--- config.mk ---
export PLATFORM = sky130hd
export DESIGN_NAME = nfc_seq
export DESIGN_NICKNAME = d
export VERILOG_FILES = /design/src/rtl/nfc_pkg.sv /design/src/rtl/nfc_guard.sv /design/src/rtl/nfc_addr_pick.sv /design/src/rtl/nfc_timer.sv /design/src/rtl/nfc_seq.sv
export SDC_FILE = /design/constraint.sdc
export NUM_CORES = 1
export LEC_CHECK = 0
export BUFFER_PORTS_ARGS = -buffer_cell sky130_fd_sc_hd__buf_2
export CORE_MARGIN = 2
export CORE_UTILIZATION = 30
export DETAILED_ROUTE_END_ITERATION = 7
export HOLD_SLACK_MARGIN = 0.12
export SETUP_SLACK_MARGIN = 0.4
export SYNTH_ARGS = -nofsm -noshare
export SYNTH_HDL_FRONTEND = slang
export SYNTH_SLANG_ARGS = --single-unit
--- constraint.sdc ---
create_clock -name clk -period 2.5 [get_ports clk]
set_input_delay 0.625 -clock clk [delete_from_list [all_inputs] [get_ports clk]]
set_output_delay 0.625 -clock clk [all_outputs]
set_load 0.005 [all_outputs]
--- src/rtl/nfc_pkg.sv ---
`timescale 1ns/1ps
package nfc_pkg;
  localparam int NUM_ADDR = 5;
  localparam int CNT_W    = 12;

  localparam logic [1:0] SEL_CMD  = 2'd0;
  localparam logic [1:0] SEL_COL  = 2'd1;
  localparam logic [1:0] SEL_PAGE = 2'd2;
  localparam logic [1:0] SEL_TMO  = 2'd3;

  // opcodes that modify the array and are range-checked
  localparam logic [7:0] OP_PROG_SETUP  = 8'h80;
  localparam logic [7:0] OP_PROG_CONF   = 8'h10;
  localparam logic [7:0] OP_ERASE_SETUP = 8'h60;
  localparam logic [7:0] OP_ERASE_CONF  = 8'hd0;

  typedef enum logic [1:0] {ST_IDLE, ST_RUN, ST_WAIT} seq_state_e;
endpackage

--- src/rtl/nfc_guard.sv ---
`timescale 1ns/1ps
module nfc_guard #(
  parameter int ROW_W    = 24,
  parameter int MIN_PAGE = 32'h200,
  parameter int MAX_PAGE = 32'h40000
) (
  input  logic [7:0]       opcode,
  input  logic [ROW_W-1:0] page,
  output logic             refuse
);
  import nfc_pkg::*;
  localparam logic [ROW_W-1:0] LO = ROW_W'(MIN_PAGE);
  localparam logic [ROW_W-1:0] HI = ROW_W'(MAX_PAGE);

  logic modifying;
  always_comb begin
    modifying = (opcode == OP_PROG_SETUP) || (opcode == OP_PROG_CONF) ||
                (opcode == OP_ERASE_SETUP) || (opcode == OP_ERASE_CONF);
    refuse    = modifying && ((page < LO) || (page >= HI));
  end
endmodule

--- src/rtl/nfc_addr_pick.sv ---
`timescale 1ns/1ps
module nfc_addr_pick #(
  parameter int COL_W = 16,
  parameter int ROW_W = 24
) (
  input  logic [nfc_pkg::NUM_ADDR-1:0] mask,
  input  logic [COL_W-1:0]             col,
  input  logic [ROW_W-1:0]             page,
  output logic                         hit,
  output logic [nfc_pkg::NUM_ADDR-1:0] sel_oh,
  output logic [7:0]                   sel_byte
);
  import nfc_pkg::*;
  localparam int FLAT_W = COL_W + ROW_W;
  logic [FLAT_W-1:0] flat;

  // lowest set mask bit wins: scan from the top so lower indices overwrite
  always_comb begin
    flat     = {page, col};
    sel_oh   = '0;
    sel_byte = '0;
    for (int i = NUM_ADDR - 1; i >= 0; i--) begin
      if (mask[i]) begin
        sel_oh    = '0;
        sel_oh[i] = 1'b1;
        sel_byte  = flat[i*8 +: 8];
      end
    end
    hit = |mask;
  end
endmodule

--- src/rtl/nfc_timer.sv ---
`timescale 1ns/1ps
module nfc_timer #(
  parameter int TMO_W = 16
) (
  input  logic             clk,
  input  logic             rst,
  input  logic             run,
  input  logic [TMO_W-1:0] limit,
  output logic             expired
);
  logic [TMO_W-1:0] cnt;

  always_ff @(posedge clk) begin
    if (rst || !run)        cnt <= '0;
    else if (cnt != limit)  cnt <= cnt + 1'b1;
  end

  assign expired = run && (cnt == limit);
endmodule

--- src/rtl/nfc_seq.sv ---
`timescale 1ns/1ps
module nfc_seq #(
  parameter int COL_W     = 16,
  parameter int ROW_W     = 24,
  parameter int TMO_W     = 16,
  parameter int MIN_PAGE  = 32'h200,
  parameter int MAX_PAGE  = 32'h40000,
  parameter int TMO_RESET = 16'hffff
) (
  input  logic        clk,
  input  logic        rst,
  input  logic        reg_we,
  input  logic [1:0]  reg_sel,
  input  logic [31:0] reg_wdata,
  output logic [31:0] cmd_status,
  output logic        irq,
  output logic [7:0]  nf_io_out,
  input  logic [7:0]  nf_io_in,
  output logic        nf_cle,
  output logic        nf_ale,
  output logic        nf_wstb,
  output logic        nf_rstb,
  input  logic        nf_rdy,
  input  logic [7:0]  wr_data,
  input  logic        wr_valid,
  output logic        wr_ready,
  output logic [7:0]  rd_data,
  output logic        rd_valid
);
  import nfc_pkg::*;

  seq_state_e            state;
  logic [31:0]           cmd_q;
  logic [COL_W-1:0]      col_q;
  logic [ROW_W-1:0]      page_q;
  logic [TMO_W-1:0]      tmo_q;
  logic                  busy, err;
  logic [NUM_ADDR-1:0]   mask_rem;
  logic                  wait_pend;
  logic [CNT_W-1:0]      cnt_rem;

  logic                  cmd_wr, start, refuse, pick_hit, tmo_exp;
  logic [NUM_ADDR-1:0]   pick_oh;
  logic [7:0]            pick_byte;
  logic                  cfg_ie, cfg_rd, cfg_wr;

  assign cmd_wr = reg_we && (reg_sel == SEL_CMD);
  assign start  = cmd_wr && reg_wdata[31];
  assign cfg_ie = cmd_q[30];
  assign cfg_wr = cmd_q[14];
  assign cfg_rd = cmd_q[13];

  nfc_guard #(.ROW_W(ROW_W), .MIN_PAGE(MIN_PAGE), .MAX_PAGE(MAX_PAGE)) u_guard (
    .opcode(reg_wdata[23:16]), .page(page_q), .refuse(refuse));

  nfc_addr_pick #(.COL_W(COL_W), .ROW_W(ROW_W)) u_pick (
    .mask(mask_rem), .col(col_q), .page(page_q),
    .hit(pick_hit), .sel_oh(pick_oh), .sel_byte(pick_byte));

  nfc_timer #(.TMO_W(TMO_W)) u_timer (
    .clk(clk), .rst(rst), .run(state == ST_WAIT), .limit(tmo_q), .expired(tmo_exp));

  assign wr_ready = (state == ST_RUN) && !cmd_wr && !pick_hit && !wait_pend &&
                    (cnt_rem != '0) && !cfg_rd && cfg_wr;

  always_comb begin
    cmd_status     = cmd_q;
    cmd_status[31] = busy;
    cmd_status[29] = err;
  end

  always_ff @(posedge clk) begin
    if (rst) begin
      state     <= ST_IDLE;
      cmd_q     <= '0;
      col_q     <= '0;
      page_q    <= '0;
      tmo_q     <= TMO_W'(TMO_RESET);
      busy      <= 1'b0;
      err       <= 1'b0;
      mask_rem  <= '0;
      wait_pend <= 1'b0;
      cnt_rem   <= '0;
      irq       <= 1'b0;
      nf_io_out <= '0;
      nf_cle    <= 1'b0;
      nf_ale    <= 1'b0;
      nf_wstb   <= 1'b0;
      nf_rstb   <= 1'b0;
      rd_data   <= '0;
      rd_valid  <= 1'b0;
    end else begin
      irq      <= 1'b0;
      nf_cle   <= 1'b0;
      nf_ale   <= 1'b0;
      nf_wstb  <= 1'b0;
      nf_rstb  <= 1'b0;
      rd_valid <= nf_rstb;
      if (nf_rstb) rd_data <= nf_io_in;

      if (reg_we && reg_sel == SEL_COL)  col_q  <= reg_wdata[COL_W-1:0];
      if (reg_we && reg_sel == SEL_PAGE) page_q <= reg_wdata[ROW_W-1:0];
      if (reg_we && reg_sel == SEL_TMO)  tmo_q  <= reg_wdata[TMO_W-1:0];

      if (cmd_wr) begin
        cmd_q <= reg_wdata;
        err   <= 1'b0;
        if (!reg_wdata[31]) begin
          busy  <= 1'b0;
          state <= ST_IDLE;
        end else if (refuse) begin
          busy  <= 1'b0;
          err   <= 1'b1;
          irq   <= reg_wdata[30];
          state <= ST_IDLE;
        end else begin
          busy      <= 1'b1;
          state     <= ST_RUN;
          nf_cle    <= 1'b1;
          nf_wstb   <= 1'b1;
          nf_io_out <= reg_wdata[23:16];
          mask_rem  <= reg_wdata[28:24];
          wait_pend <= reg_wdata[15];
          cnt_rem   <= (reg_wdata[14] || reg_wdata[13]) ? reg_wdata[CNT_W-1:0] : '0;
        end
      end else begin
        case (state)
          ST_RUN: begin
            if (pick_hit) begin
              nf_ale    <= 1'b1;
              nf_wstb   <= 1'b1;
              nf_io_out <= pick_byte;
              mask_rem  <= mask_rem & ~pick_oh;
            end else if (wait_pend) begin
              wait_pend <= 1'b0;
              state     <= ST_WAIT;
            end else if (cnt_rem != '0) begin
              if (cfg_rd) begin
                nf_rstb <= 1'b1;
                cnt_rem <= cnt_rem - 1'b1;
              end else if (wr_valid) begin
                nf_io_out <= wr_data;
                nf_wstb   <= 1'b1;
                cnt_rem   <= cnt_rem - 1'b1;
              end
            end else if (!nf_rstb) begin
              busy  <= 1'b0;
              irq   <= cfg_ie;
              state <= ST_IDLE;
            end
          end
          ST_WAIT: begin
            if (nf_rdy) begin
              state <= ST_RUN;
            end else if (tmo_exp) begin
              err   <= 1'b1;
              busy  <= 1'b0;
              irq   <= cfg_ie;
              state <= ST_IDLE;
            end
          end
          default: ;
        endcase
      end
    end
  end

  // latches never overlap, command latch only inside an operation
  a_r3_latch_exclusive: assert property (@(posedge clk) disable iff (rst)
    !(nf_cle && nf_ale));
  a_r3_cle_in_busy: assert property (@(posedge clk) disable iff (rst)
    nf_cle |-> busy);
  // idle state never reports busy
  a_r2_idle_not_busy: assert property (@(posedge clk) disable iff (rst)
    (state == ST_IDLE) |-> !busy);
  // bus is silent while waiting for ready
  a_r5_quiet_in_wait: assert property (@(posedge clk) disable iff (rst)
    (state == ST_WAIT) |-> !(nf_wstb || nf_rstb));
  // a data write byte only follows an offered stream byte
  a_r7_data_needs_valid: assert property (@(posedge clk) disable iff (rst)
    (nf_wstb && !nf_cle && !nf_ale) |-> $past(wr_valid));
  // interrupt lasts one cycle unless a new command ends at once
  a_r8_irq_single: assert property (@(posedge clk) disable iff (rst)
    (irq && !cmd_wr) |=> !irq);
  // refused command leaves the bus alone and flags error
  a_r9_refused_quiet: assert property (@(posedge clk) disable iff (rst)
    (start && refuse) |=> (!nf_wstb && !nf_cle && err && !busy));
  // timeout ends the operation with error
  a_r10_timeout_err: assert property (@(posedge clk) disable iff (rst)
    (state == ST_WAIT && !nf_rdy && tmo_exp && !cmd_wr) |=> (err && !busy));
endmodule

== Yosys cells after proc, flatten, opt, wreduce, memory -nomap -nowiden ==
Index checks and enable logic that the tools add are counted.

* Bits in read-only memories: 0
* Latch bits: 0
* Bits in registers: 147
* Memories: 0
* Input port bits: 55
* Bits in writable memories: 0

* Eq/ne operators: 27
* Shifts and indexed selects: 0
* Div/mod/pow operators: 0
* $mul: 0
* Add/sub/neg operators: 2
* Bitwise logic cells: 5
* Reduce and logical (&&, ||, !) cells: 45
* Order comparisons: 2
* Mux-type cells: 84

{| class="wikitable"
|+ Operators by type and width
! operator !! number
|-
| $mux W12 || 10
|-
| $mux W8 || 14
|-
| $mux W5 || 10
|-
| $mux W1 || 40
|-
| $ge A24 B19 Y1 const B || 1
|-
| $lt A24 B10 Y1 const B || 1
|-
| $reduce_and A7 Y1 || 3
|-
| $ne A3 B3 Y1 const B || 6
|-
| $add A16 B1 Y16 const B || 1
|-
| $eq A16 B16 Y1 || 1
|-
| $eq A8 B8 Y1 const B || 2
|-
| $ne A16 B16 Y1 || 1
|-
| $mux W2 || 7
|-
| $logic_and A1 B1 Y1 || 12
|-
| $ne A4 B4 Y1 const B || 3
|-
| $reduce_bool A12 Y1 || 1
|-
| $reduce_bool A3 Y1 || 4
|-
| $sub A12 B1 Y12 const B || 1
|-
| $reduce_bool A2 Y1 || 5
|-
| $reduce_or A10 Y1 || 1
|-
| $eq A8 B5 Y1 const B || 1
|-
| $eq A8 B7 Y1 const B || 1
|-
| $reduce_and A4 Y1 || 2
|-
| $eq A2 B2 Y1 const B || 3
|-
| 17 further kinds || 34
|}

== Logic depth before layout (Yosys ltp) ==
Gate-level depths: netlist (run 1).

* Depth after elaboration: 10
* Mapped depth: 8
* Gate-level depth less buffers: 7

== By module ==
From an unflattened synthesis (run 1), not the netlist that was laid out.

* Cell total of the unflattened synthesis: 826
* Area, all modules: 6810.3 µm²

{| class="wikitable"
|+ By module, submodules not included
! module !! cells an instance !! area an instance (µm²) !! seq. area each (µm²) !! instances
|-
| nfc_seq || 652 || 5397.7 || 2602.5 || 1
|-
| nfc_timer || 114 || 987.2 || 320.3 || 1
|-
| nfc_addr_pick || 47 || 329.1 || 0.0 || 1
|-
| nfc_guard || 13 || 96.3 || 0.0 || 1
|}

== Least setup slack after synthesis (run 1) ==
OpenSTA, ideal clock, no wires.

* Path kind: input port to flip-flop
* Start point: input port reg_sel[0]
* End point: register cnt_rem[5]
* Setup slack: 0.222 ns
* Stages: 8
* Arrival: 2.161 ns
* Setup time: 0.117 ns
* Buffers on the path: 3
* Path through: buf_2 or3b_1 buf_2 and4_4 a32o_1 nand2b_4 buf_6 a32o_1

* Word-level cells in the longest chain between the ends: 4
* Elaborated cells between the ends (all ways): 11
* Classes of those cells: 4 x eq/ne; 1 x mux; 6 x reduce/logical

{| class="wikitable"
|+ RTL lines
! element !! line !! text
|-
| start, declared || nfc_seq.sv:13 || <nowiki>input logic [1:0] reg_sel,</nowiki>
|-
| $logic_not A2 Y1 * || nfc_seq.sv:47 || <nowiki>assign cmd_wr = reg_we && (reg_sel == SEL_CMD);</nowiki>
|-
| $logic_and A1 B1 Y1 * || nfc_seq.sv:47 ||
|-
| $ne A2 B1 Y1 (no line) (tied with other cells) || -- ||
|-
| $reduce_and A7 Y1 (no line) || -- ||
|-
| end signal, assigned || nfc_seq.sv:124 || <nowiki>cnt_rem <= (reg_wdata[14] || reg_wdata[13]) ? reg_wdata[CNT_W-1:0] : '0;</nowiki>
|-
| end signal, assigned || nfc_seq.sv:140 || <nowiki>cnt_rem <= cnt_rem - 1'b1;</nowiki>
|-
| end signal, assigned || nfc_seq.sv:144 || <nowiki>cnt_rem <= cnt_rem - 1'b1;</nowiki>
|-
| end, declared || nfc_seq.sv:40 || <nowiki>logic [CNT_W-1:0] cnt_rem;</nowiki>
|}

Mark *: on every way between the ends. The rest lies on a longest branch, timed or not.
A chain may end at the register's enable or synchronous reset.

== Worst setup path in the final report (run 1) ==
* Start point: register cnt_rem[1]
* End point: output port wr_ready

* Word-level cells in the longest chain between the ends: 4

{| class="wikitable"
|+ RTL lines
! element !! line !! text
|-
| $reduce_bool A12 Y1 || nfc_seq.sv:64 || <nowiki>(cnt_rem != '0) && !cfg_rd && cfg_wr;</nowiki>
|-
| $logic_and A1 B1 Y1 || nfc_seq.sv:63 || <nowiki>assign wr_ready = (state == ST_RUN) && !cmd_wr && !pick_hit && !wait_pend &&</nowiki>
|-
| $logic_and A1 B1 Y1 (2 in a row) || nfc_seq.sv:64 ||
|-
| end, declared || nfc_seq.sv:26 || <nowiki>output logic wr_ready,</nowiki>
|}

No other way between the ends.

==> summary.txt, run 1 <==
Floorplanning
  – Die height: around 150 um
  – Top-level port count: 110
  – Die width: ~150 um
  – Initial core utilization: a little under a third
  – Row cnt: 55
  – Die ar.: ~24,000 sq um
  – Core area: 22,400 sq um

Clock network
  – Clock latency on the worst-skew pair: ~0.43 ns
  – Max clock buf depth: 2
  – H-tree levels: 4
  – Root Driver: clkbuf_16
  – CTS Sinks: about 150
  – Cts bufs inserted: 17
  – TritonCTS clock tree: built
  – Worst-path clk slew: 0.07 ns

Global routing
  – GRT overflow: 0
  – Initial antenna violation count: 0
  – Vias in the first global route: 6,159
  – First-pass GRT wire length: 33,200 um
  – Largest net degree at the start of global routing: 53
  – Global-route usage over all layers: 17.6%

Pwr
  – Static leakage: approximately 3.3 nW
  – VDD IR-drop max: 0.301 mV
  – PwrDens: ~650 nW/um^2
  – Tot Pwr: approximately 0.0056 W

Drt
  – Via count: 6,509
  – Wire per inst: approximately 17 um
  – Starting DRT DRC Count: approximately 420
  – Post-route ant nets: 0
  – DR pass1 iterations: 5
  – Routed vias/inst: 5.18
  – Final wirelength: roughly 21,000 um
  – DRC: 0

Cells and area
  – Synth-to-layout area growth: 26.5%
  – Number of fill cells in the layout: 2,331
  – Finished Layout Cells: 1,256
  – Nets: slightly above 1,000
  – Final Core Density: about two fifths
  – Share of cells above drive strength 1: between 20% and 30%

Hold path
  – Hold WC Path Type: primary input to flip-flop
  – Hold_sp: nf_io_in[1]

Synthesis
  – Synth Register Bits: between 100 and 150
  – Share of flip-flops with an asynchronous set or reset: 0%
  – Mapped Cells: approximately 850
  – Post-synth top cells: nand2_1, dfxtp_1, a21oi_1, clkbuf_1, nand3_1
  – Synth unique cells: 65
  – Synth area leader: dfxtp_1
  – EDFF count, synth: 0
  – Yosys top cell area share: a little over two fifths
  – YS warnings: 0
  – Synth Flop Type: dfxtp_1
  – Top-count cell post-synth: nand2_1
  – Sequential element share of the synthesized area: a little over two fifths
  – Mapped cell area: slightly below 7000 sq um
  – Post-synth net total: 906
  – Mean Syn Cell Area: 8.03 sq um
  – Area contributors post-synth: dfxtp_1, nand2_1, a21oi_1

Place
  – Hpwl dp: between 10,000 and 15,000 um
  – Pre-CTS setup slack: between 0.04 and 0.05 ns
  – Placed insts: 1,215
  – I/O Buffers: 108
  – GP Congestion: 0.848

Critical path
  – Worst EP arrival: between 1.5 and 2 ns
  – Worst setup SP type: flip-flop
  – Worst Setup SP: cnt_rem[1]
  – Worst Setup End Kind: output pin
  – Setup Crit Path Kind: flip-flop to output pin
  – FF-to-FF Start: page_q[12]
  – Worst endpoint required time: around 1.9 ns
  – Crit-path max FO: 2

Timing
  – Setup Total Neg Slack: 0 ns
  – Final Hold Fails: 0
  – Worst Slack Setup Final: roughly 0.080 ns
  – Rel. slew slack: between 50% and 60%
  – Fmax: a little over 400 MHz
  – Slew @ Worst Pin: around 0.64 ns
  – RSZ-0062 raised after global routing: yes
  – Final setup violation count: 0
  – Final min period: around 2.4 ns
  – Final worst path period share: between 90% and 100%
  – Slew Viols, Final: 0
  – Clock skew: around 0.0089 ns

Outcome
  – Run status: completed

Flow run
  – Max_cap viols: 0
cells in the final DEF, fill, tap and decap left out, types with 10 or more instances in the layout:
master / count
inv_1: 16
o21ai_0: 15
nor3_1: 10
dfxtp_1: 141
nor3_2: 10
nand4_1: 10
buf_4: 43
nor2_1: 26
buf_2: 107
xnor2_1: 18
nor2b_1: 13
nand2_1: 202
nand3_1: 27
clkbuf_16: 17
nand3b_1: 10
a21oi_1: 114
stage by stage:
| stage | hold slack (ns) | cell area (sq um) |
|---|---|---|
| global placement | 0.440 | 7810 |
| detailed placement | 0.445 | 7810 |
| global route | 0.422 | 8590 |
| finish | 0.424 | 8590 |
| floorplan | 0.436 | 6880 |
| CTS | 0.415 | 8480 |
where the power goes:
part,internal [W],switching [W]
clock network,0.00140,0.00107
registers,0.00240,0.0000587
logic,0.000288,0.000376
total,0.00409,0.00151
timing repair:
item	4_1_cts	5_1_grt
resized for setup	17	19
setup buffers	3	4
endpoints found under the setup margin	20	24
pin swaps	6	6
hold buffers	0	0
cloned	0	1
routing by layer:
metal,part of all wire (%),up-vias,track usage (%)
li1,-,3213,-
met1,44,3115,22.1
met2,50,148,30.0
met3,3.7,33,3.08
met4,2.5,0,7.10
met5,0,-,0
critical path, stage by stage (launching register included):
cell,delay (ns)
dfxtp_2,0.33
inv_2,0.04
ha_2,0.17
nor4b_4,0.12
buf_4,0.15
a31oi_4,0.18
nand2_2,0.10
nor3b_2,0.15
buf_2,0.14
cell type report:
cell class	count	area (sq um)	share of cell area (%)
multi-input cells	621	3750	43.7
flip-flops and latches	146	2930	34.1
repair buffers	153	910	10.6
clock buffers	18	439	5.11
well taps	285	357	4.15
clock inverters	14	130	1.52
inverters	18	67.6	0.787
diodes	1	2.50	0.0291
path summary, 6_finish.rpt:
path                  endpoint  slack, ns  cells after the start
setup / recovery      wr_ready       0.08                      8
hold / removal      rd_data[1]       0.42                      3
setup reg to reg  nf_io_out[4]       0.37                      6
hold reg to reg      cmd_q[27]       0.45                      2
cell families (layout without fill, tap and decap cells):
group | count (synthesis) | in the layout | synth area share [%]
simple gates | 363 | 364 | 25.3
other cells | 0 | 1 | 0
buf+inv | 80 | 203 | 4.86
mux | 18 | 18 | 2.82
xor+xnor | 23 | 23 | 2.97
compound gates | 211 | 211 | 20.1
flops | 146 | 146 | 43.0
fa+ha+maj | 5 | 5 | 0.921
state kept, by name, summed over array words and instances (netlist names):
register     count
irq              1
wait_pend        1
busy             1
nf_wstb          1
nf_cle           1
tmo_q           16
mask_rem         5
u_timer.cnt     16
rd_valid         1
nf_io_out        8
state            2
nf_rstb          1
err              1
nf_ale           1
cnt_rem         12
cmd_q           30
rd_data          8
col_q           16
page_q          24
No activity file was read; power rests on OpenSTA's default activity.
==> run 2: changes to the inputs <==
PLACE_DENSITY = 0.53   (was not set)
TNS_END_PERCENT = 1   (was not set)
==> run 2 against run 1 <==
Effect of this change: via count is 1.5% lower; register-to-register slack better by 0.06 ns; global-route usage hardly changed; flip-flop and latch count stayed put.
==> summary.txt, run 2 (same netlist as run 1, synthesis figures left out) <==
Outcome
  – Run status: completed

Global routing
  – GRT overflow: 0
  – Vias in the first global route: 6,139
  – First-pass GRT wire length: between 30,000 and 40,000 um
  – Global-route usage over all layers: 17.6%
  – Initial antenna violation count: 0
  – Largest net degree at the start of global routing: 50

Critical path
  – Worst setup SP type: flip-flop
  – Worst EP arrival: between 1.5 and 2 ns
  – Worst Setup SP: cnt_rem[1]
  – FF-to-FF Start: page_q[18]
  – Worst endpoint required time: 1.88 ns
  – Worst Setup End Kind: output pin
  – Setup Crit Path Kind: flip-flop to output pin
  – Crit-path max FO: 2

Timing
  – Rel. slew slack: 58.8%
  – RSZ-0062 raised after global routing: yes
  – Final setup violation count: 0
  – Final worst path period share: 99.4%
  – Slew @ Worst Pin: roughly 0.62 ns
  – Final Hold Fails: 0
  – Fmax: between 400 and 500 MHz
  – WHS: approximately 0.43 ns
  – Final min period: approximately 2.5 ns
  – Clock skew: 0.0100 ns
  – Slew Viols, Final: 0

Clock network
  – H-tree levels: 4
  – TritonCTS clock tree: built
  – Root Driver: clkbuf_16
  – CTS Sinks: 146
  – Worst-path clk slew: roughly 0.060 ns
  – Clock latency on the worst-skew pair: approximately 0.43 ns
  – Cts bufs inserted: 17
  – Post-CTS Hold Buffers: 0
  – Max clock buf depth: 2

Floorplanning
  – Top-level port count: 110
  – Core area: between 20,000 and 25,000 sq um
  – Die height: 154 um
  – Die ar.: roughly 24,000 sq um
  – Initial core utilization: a little under a third
  – Row cnt: 55
  – Die width: about 150 um

Pwr
  – Static leakage: roughly 3.3 nW
  – VDD IR-drop max: 0.368 mV
  – PwrDens: roughly 670 nW/um^2
  – Tot Pwr: 0.00572 W

Drt
  – Routed vias/inst: slightly above 5
  – Via count: roughly 6,400
  – Final wirelength: approximately 21,000 um
  – Starting DRT DRC Count: 403
  – DRC: 0
  – Post-route ant nets: 0
  – DR pass1 iterations: 4
  – Wire per inst: around 17 um

Hold path
  – Hold_sp: nf_io_in[1]
  – Hold WC Path Type: primary input to flip-flop

Place
  – Placed insts: between 1,000 and 1,500
  – Placed inst area: around 7800 sq um
  – GP Congestion: roughly 0.8
  – I/O Buffers: 108
  – Hpwl dp: 14,600 um

Cells and area
  – Max reg flops: 30
  – Most common cell after layout, fill and taps aside: nand2_1
  – Share of cells above drive strength 1: a little under a quarter
  – Reg with most FFs: cmd_q
  – Synth-to-layout area growth: 26.1%
  – Top Registers: cmd_q (30), page_q (24)
  – Final Cell Area: 8570 sq um
  – Antenna diodes: 0
  – Finished Layout Cells: about 1,300
  – Nets: slightly above 1,000
  – Most frequent cells in the layout: nand2_1, dfxtp_1, a21oi_1

Flow run
  – Max_cap viols: 0
run 2: cell types whose count changed in the layout (fill, tap and decap cells not counted), sizes merged:
| cell | change |
|---|---|
| clkinvlp | -4 |
| clkbuf | +1 |
| nand2b | -1 |
| bufinv | +2 |
| buf | +1 |
| inv | -2 |
| diode | -1 |
| clkinv | +3 |
run 2: worst paths after layout:
| check | end | slack [ns] | cells past startpoint |
|---|---|---|---|
| max | wr_ready | 0.01 | 9 |
| min | rd_data[1] | 0.43 | 3 |
| max reg2reg | nf_io_out[7] | 0.43 | 6 |
| min reg2reg | cmd_q[22] | 0.46 | 2 |
run 2: layout make-up:
class / instances / area [sq um]
fillers: 2351 / 13900
multi-input cells: 620 / 3670
flip-flops and latches: 146 / 2930
clock inverters: 13 / 161
clock buffers: 19 / 433
well taps: 285 / 357
inverters: 18 / 67.6
repair buffers: 154 / 953
run 2: power by group:
group / leakage (nW) / switching [W] / internal, W / total [W]
registers: 1.19 / 0.0000561 / 0.00240 / 0.00245
clock network: 0.279 / 0.00103 / 0.00157 / 0.00260
logic: 1.85 / 0.000377 / 0.000295 / 0.000671
run 2: timing repair:
item                       CTS  global route
resized for setup           29             6
setup buffers                2             0
setup endpoints to repair   22            19
pin swaps                    9             7
run 2: critical path: stages (launching register included):
cell and delay (ns):
dfxtp_2 0.33, inv_2 0.05, ha_4 0.15, nor4b_4 0.12
buf_4 0.16, a31oi_4 0.19, buf_6 0.13, nand2_4 0.05
nor3b_2 0.13, buf_2 0.12
run 2: through the flow:
step / setup TNS [ns] / setup slack, ns / util (%)
after floorplan: 0 / 0.228 / -
after global placement: 0 / 0.0444 / 34.9
after detailed placement: 0 / 0.0509 / 34.9
after CTS: -0.0219 / -0.0219 / 38.1
after global routing: -0.0979 / -0.0979 / 38.2
final: 0 / 0.0148 / 38.2
run 2: routing by layer:
| layer | vias to the layer above | GRT usage (%) | part of all wire (%) | routed length, um |
|---|---|---|---|---|
| li1 | 3211 | - | - | - |
| met1 | 3038 | 23.6 | 47 | 9830 |
| met2 | 140 | 28.4 | 47 | 9930 |
| met3 | 23 | 3.42 | 4.2 | 873 |
| met4 | 0 | 6.17 | 1.6 | 329 |
| met5 | - | 0 | 0 | 0 |
